`src/rtl/stat_pkt_pkg.sv`:
```
package stat_pkt_pkg;
  localparam int ST_W       = 26;
  localparam int SEQ_W      = 6;
  localparam int BODY_BYTES = 4;
  localparam int IDX_W      = $clog2(BODY_BYTES + 1);

  typedef enum logic [1:0] {
    MODE_OFF  = 2'd0,
    MODE_ONCE = 2'd1,
    MODE_AUTO = 2'd2,
    MODE_RSVD = 2'd3
  } rep_mode_e;

  // Body byte number idx (1..BODY_BYTES) of a packet
  function automatic logic [7:0] body_byte(input logic [IDX_W-1:0] idx,
                                           input logic [SEQ_W-1:0] seq,
                                           input logic [ST_W-1:0]  st);
    case (idx)
      3'd1:    body_byte = {seq, st[1:0]};
      3'd2:    body_byte = st[9:2];
      3'd3:    body_byte = st[17:10];
      3'd4:    body_byte = st[25:18];
      default: body_byte = 8'h00;
    endcase
  endfunction

  function automatic logic mode_reports(input logic [1:0] m);
    mode_reports = (m == MODE_ONCE) || (m == MODE_AUTO);
  endfunction
endpackage

```
`src/rtl/stat_pkt_ctrl.sv`:
```
module stat_pkt_ctrl
  import stat_pkt_pkg::*;
(
  input  logic             clk,
  input  logic             rst,
  input  logic             wr_en,
  input  logic [7:0]       wr_data,
  input  logic             take,
  input  logic             changed,
  output rep_mode_e        mode,
  output logic [SEQ_W-1:0] seq,
  output logic             pending
);
  logic mode_off;
  assign mode_off = !mode_reports(mode);

  always_ff @(posedge clk) begin
    if (rst) begin
      mode    <= MODE_OFF;
      seq     <= '0;
      pending <= 1'b0;
    end else begin
      if (wr_en) begin
        mode <= rep_mode_e'(wr_data[1:0]);
        seq  <= wr_data[7:2];
      end
      if (wr_en)                                pending <= mode_reports(wr_data[1:0]);
      else if (take)                            pending <= 1'b0;
      else if ((mode == MODE_AUTO) && changed)  pending <= 1'b1;
    end
  end


  off_no_pending_chk: assert property (@(posedge clk) disable iff (rst)
    mode_off |-> !pending);


  once_no_rearm_chk: assert property (@(posedge clk) disable iff (rst)
    ((mode == MODE_ONCE) && !pending && !wr_en) |=> !pending);
endmodule

```
`src/rtl/stat_pkt_ser.sv`:
```
module stat_pkt_ser
  import stat_pkt_pkg::*;
#(
  parameter logic [7:0] ADDR_BYTE = 8'h21
)(
  input  logic             clk,
  input  logic             rst,
  input  logic             take,
  input  logic             req,
  input  logic [ST_W-1:0]  status,
  input  logic [SEQ_W-1:0] seq,
  output logic             busy,
  output logic [ST_W-1:0]  snap,
  output logic [7:0]       pkt_byte
);
  logic [IDX_W-1:0] idx;
  logic [SEQ_W-1:0] seq_snap;
  logic             last_byte;

  assign last_byte = (idx == IDX_W'(BODY_BYTES));

  always_ff @(posedge clk) begin
    if (rst) begin
      busy     <= 1'b0;
      idx      <= '0;
      snap     <= '0;
      seq_snap <= '0;
    end else if (take) begin
      busy     <= 1'b1;
      idx      <= IDX_W'(1);
      snap     <= status;
      seq_snap <= seq;
    end else if (busy) begin
      if (last_byte) begin
        busy <= 1'b0;
        idx  <= '0;
      end else begin
        idx  <= idx + IDX_W'(1);
      end
    end
  end

  always_comb begin
    if (busy)     pkt_byte = body_byte(idx, seq_snap, snap);
    else if (req) pkt_byte = ADDR_BYTE;
    else          pkt_byte = 8'h00;
  end


  body_start_chk: assert property (@(posedge clk) disable iff (rst)
    take |=> (busy && (idx == IDX_W'(1))));


  snap_hold_chk: assert property (@(posedge clk) disable iff (rst)
    (busy && (idx != IDX_W'(1))) |-> ($stable(snap) && $stable(seq_snap)));
endmodule

```
`src/rtl/stat_pkt_gen.sv`:
```
module stat_pkt_gen
  import stat_pkt_pkg::*;
#(
  parameter logic [7:0] ADDR_BYTE = 8'h21
)(
  input  logic        clk,
  input  logic        rst,
  input  logic        wr_en,
  input  logic [7:0]  wr_data,
  input  logic [25:0] status,
  input  logic        ack_start,
  output logic        req,
  output logic [7:0]  pkt_byte
);
  rep_mode_e        mode;
  logic [SEQ_W-1:0] seq;
  logic             pending;
  logic             busy;
  logic [ST_W-1:0]  snap;
  logic             take;
  logic             changed;

  assign req     = pending && !busy;
  assign take    = req && ack_start;
  assign changed = (status != snap);

  stat_pkt_ctrl u_ctrl (
    .clk     (clk),
    .rst     (rst),
    .wr_en   (wr_en),
    .wr_data (wr_data),
    .take    (take),
    .changed (changed),
    .mode    (mode),
    .seq     (seq),
    .pending (pending)
  );

  stat_pkt_ser #(.ADDR_BYTE(ADDR_BYTE)) u_ser (
    .clk      (clk),
    .rst      (rst),
    .take     (take),
    .req      (req),
    .status   (status),
    .seq      (seq),
    .busy     (busy),
    .snap     (snap),
    .pkt_byte (pkt_byte)
  );


  req_drop_chk: assert property (@(posedge clk) disable iff (rst)
    take |=> !req);


  stray_ack_chk: assert property (@(posedge clk) disable iff (rst)
    (ack_start && !req && !busy) |=> !busy);


  auto_change_chk: assert property (@(posedge clk) disable iff (rst)
    ((mode == MODE_AUTO) && !busy && !pending && !wr_en && changed) |=> req);
endmodule

```
`config.mk`:
```
export PLATFORM = sky130hd
export DESIGN_NAME = stat_pkt_gen
export DESIGN_NICKNAME = d
export VERILOG_FILES = /design/src/rtl/stat_pkt_pkg.sv /design/src/rtl/stat_pkt_ctrl.sv /design/src/rtl/stat_pkt_ser.sv /design/src/rtl/stat_pkt_gen.sv
export SDC_FILE = /design/constraint.sdc
export NUM_CORES = 1
export LEC_CHECK = 0
export CORE_MARGIN = 2
export CORE_UTILIZATION = 50
export DETAILED_ROUTE_END_ITERATION = 12
export MAX_ROUTING_LAYER = met4
export PLACE_DENSITY_LB_ADDON = 0.25
export SETUP_SLACK_MARGIN = 0.3
export SLEW_MARGIN = 30
export SYNTH_ARGS = -nofsm -noshare
export SYNTH_HDL_FRONTEND = slang
export SYNTH_SLANG_ARGS = --single-unit
export TNS_END_PERCENT = 50
```
`constraint.sdc`:
```
create_clock -name clk -period 3.3 [get_ports clk]
set_input_delay 0.66 -clock clk [delete_from_list [all_inputs] [get_ports clk]]
set_output_delay 0.66 -clock clk [all_outputs]
set_load 0.02 [all_outputs]
```
==> results.toml <==
[layout]
areaGrowthSynthToFinish_pct = 27.0
drive_gt1_frac = 0.0641
multi_input_area_um2 = 1200
seq_area_um2 = 901
fin_nets = 354
n_fill_cell = 376
antenna_cells = 0

[clocking]
clk_latency_ns = 0.30
clkSinkCount = 45
ctsHoldBuffers = 0
path_clk_slew_ns = 0.08
cts_max_path_buffers = 2
cts_root_buf = "clkbuf_8"
numCtsBuffers = 5
htree_num_levels = 2
cts_tree = "yes"

[critical_path]
path_class = "flip-flop to output pin"
crit_required_ns = 2.64
worst-path-max-fanout = 10
end_kind = "output pin"
cp-start-kind = "flip-flop"
arrival_ns = 2.27

[power]
power_density_nw_per_um2 = 416
peakVddDrop_mv = 0.303
p_leak_nw = 0.979

[sta]
finalHoldViolations = 0
fmax_ghz = 0.341
fin_tns_setup_ns = 0
layout_setup_ws_ns = 0.367
worstMarginPinSlew_ns = 0.562
final-setup-viol-count = 0
drv_slew = 0
finalCriticalPeriod_ns = 2.93
finClkSkew_ns = 0.00603
rsz0062_at_grt = "yes"
fin_crit_sh = 0.889
relSlewSlack = 0.624

[global_route]
first_global_vias = 1825
grt_max_degree = 36
grt_usage = 0.230
grt_antenna_before_repair = 0
grt-ovfl-total = 0
grt_pass1_wl_um = 8800

[synth]
syn-instance-count = 271
syn_area_per_cell_um2 = 8.15
syn_nets = 314
synth_cell_type_count = 30
syn_area_um2 = 2210
yosys_warnings = 0
synth-seq-cells = 45
yosysSeqAreaShare = 0.408

[floorplanning]
design.core.area_um2 = 4290
io_pins = 47
rows = 24
die_width_um = 70.5
dieArea_um2 = 4960
die_y_um = 70.5
start_util = 0.514

[detailed_routing]
drtAntennaViolNets = 0
routed_wl_um = 5340
firstDrtPassIters = 6
initialDrtViolationCount = 201
drc = 0
post_drt_wl_per_cell_um = 14.7
vias_per_cell = 5.38
vias = 1960

[placement]
dp_hpwl_um = 3830
place_ws_ns = 0.395
port-buffer-count = 46
gp_congestion = 0.837

[outcome]
outcome = "complete, no violations"

[run]
cap_violations = 0

[min_path]
min_path_type = "flip-flop to flip-flop"
==> per-layer routing <==
layer  share of wire  global-route usage
met1            0.45               0.294
met2            0.47               0.351
met3           0.044              0.0418
met4           0.032               0.111
met5               0                   -
==> cells in the final DEF, fill, tap and decap left out, types with 2 or more instances in the layout <==
cell / Yosys / final
a21oi_1: 37 / 37
a222oi_1: 6 / 6
a22o_1: 6 / 6
a22oi_1: 2 / 2
buf_4: 4 / 5
clkbuf_8: 0 / 5
clkdlybuf4s50_1: 0 / 43
dfxtp_1: 45 / 45
dlymetal6s2s_1: 0 / 3
ha_1: 5 / 3
ha_2: 0 / 2
inv_1: 4 / 4
mux2i_1: 11 / 11
nand2_1: 66 / 66
nand3_1: 3 / 3
nand4_1: 6 / 6
nor2_1: 18 / 18
nor3_1: 4 / 4
o21ai_0: 4 / 4
xnor2_1: 26 / 26
==> state kept, by name (all words and copies together), names as in the netlist <==
name	flops
u_ctrl.mode	2
u_ctrl.pending	1
u_ctrl.seq	6
u_ser.busy	1
u_ser.idx	3
u_ser.seq_snap	6
u_ser.snap	26
==> area by class of cell <==
| cell class | count | share of cell area |
|---|---|---|
| clock buffer | 6 | 0.0259 |
| multi-input combinational | 203 | 0.429 |
| inverter | 5 | 0.00669 |
| sequential | 45 | 0.321 |
| tap | 52 | 0.0232 |
| timing repair buffer | 51 | 0.180 |
| clock inverter | 2 | 0.0138 |
==> timing repair <==
action                                  in CTS  in global routing
buffers inserted                             2                  0
endpoints found under the setup margin       8                  8
pin swaps                                    1                  0
gates resized for setup                      2                  5
==> final timing paths <==
| path | cells after the start | slack (ns) | to | from |
|---|---|---|---|---|
| max reg2reg | 5 | 1.67 | u_ctrl.pending | u_ser.busy |
| min reg2reg | 2 | 0.46 | u_ser.seq_snap[1] | u_ctrl.seq[1] |
| max | 6 | 0.37 | pkt_byte[3] | u_ser.idx[0] |
| min | 2 | 0.46 | u_ser.seq_snap[1] | u_ctrl.seq[1] |
==> logic make-up after synthesis <==
logic type,synth area share
adder cells (fa/ha/maj),0.0283
XOR/XNOR,0.107
flip-flops,0.408
AND/OR/NAND/NOR,0.192
multiplexers,0.0499
buffers and inverters,0.0521
AO/OA/AOI/OAI,0.163
==> report_power, final <==
group / internal, mW / total, mW / switching (mW)
clock: 0.227 / 0.413 / 0.186
sequential: 0.564 / 0.584 / 0.0200
combinational: 0.0902 / 0.169 / 0.0784
total: 0.881 / 1.17 / 0.285
==> critical path, cell delays in order, from the launching register on <==
cell and delay, ns:
dfxtp_1 0.42, inv_1 0.10, ha_1 0.24, and2_2 0.28
a222oi_1 0.33, nor2_1 0.07, clkdlybuf4s50_1 0.54
==> synthesized netlist by cell type <==
master    count  area share
and2_1        1      0.0028
o21ai_0       4      0.0091
buf_2         5       0.011
a22oi_1       2      0.0068
ha_1          5       0.028
a211oi_2      1      0.0057
xor2_1        1      0.0040
a21oi_1      37       0.084
nor4_1        1      0.0028
and2_4        1      0.0040
o31a_1        1      0.0040
nand3_1       3      0.0068
inv_1         4      0.0068
inv_2         1      0.0017
nand2_1      66        0.11
a222oi_1      6       0.027
buf_6         1      0.0051
clkbuf_1      7       0.012
a22o_1        6       0.024
mux2i_1      11       0.050
nand2b_2      1      0.0040
nor2_1       18       0.031
o21ai_1       1      0.0023
buf_1         1      0.0017
nand2b_1      1      0.0028
dfxtp_1      45        0.41
xnor2_1      26        0.10
nor3_1        4      0.0091
nand4_1       6       0.017
buf_4         4       0.014
==> per-stage QoR <==
stage / cell area, um^2 / util / power [mW] / hold slack, ns / instances
after floorplan: 2210 / - / 0.685 / 0.431 / 271
after CTS: 2790 / 0.650 / 1.17 / 0.461 / 364
after detailed placement: 2660 / 0.619 / 0.762 / 0.448 / 354
after global routing: 2800 / 0.653 / 1.22 / 0.487 / 364
after global placement: 2660 / 0.619 / 0.759 / 0.442 / 354
final: 2800 / 0.653 / 1.17 / 0.462 / 364
Power figures use the tool's default switching activity.
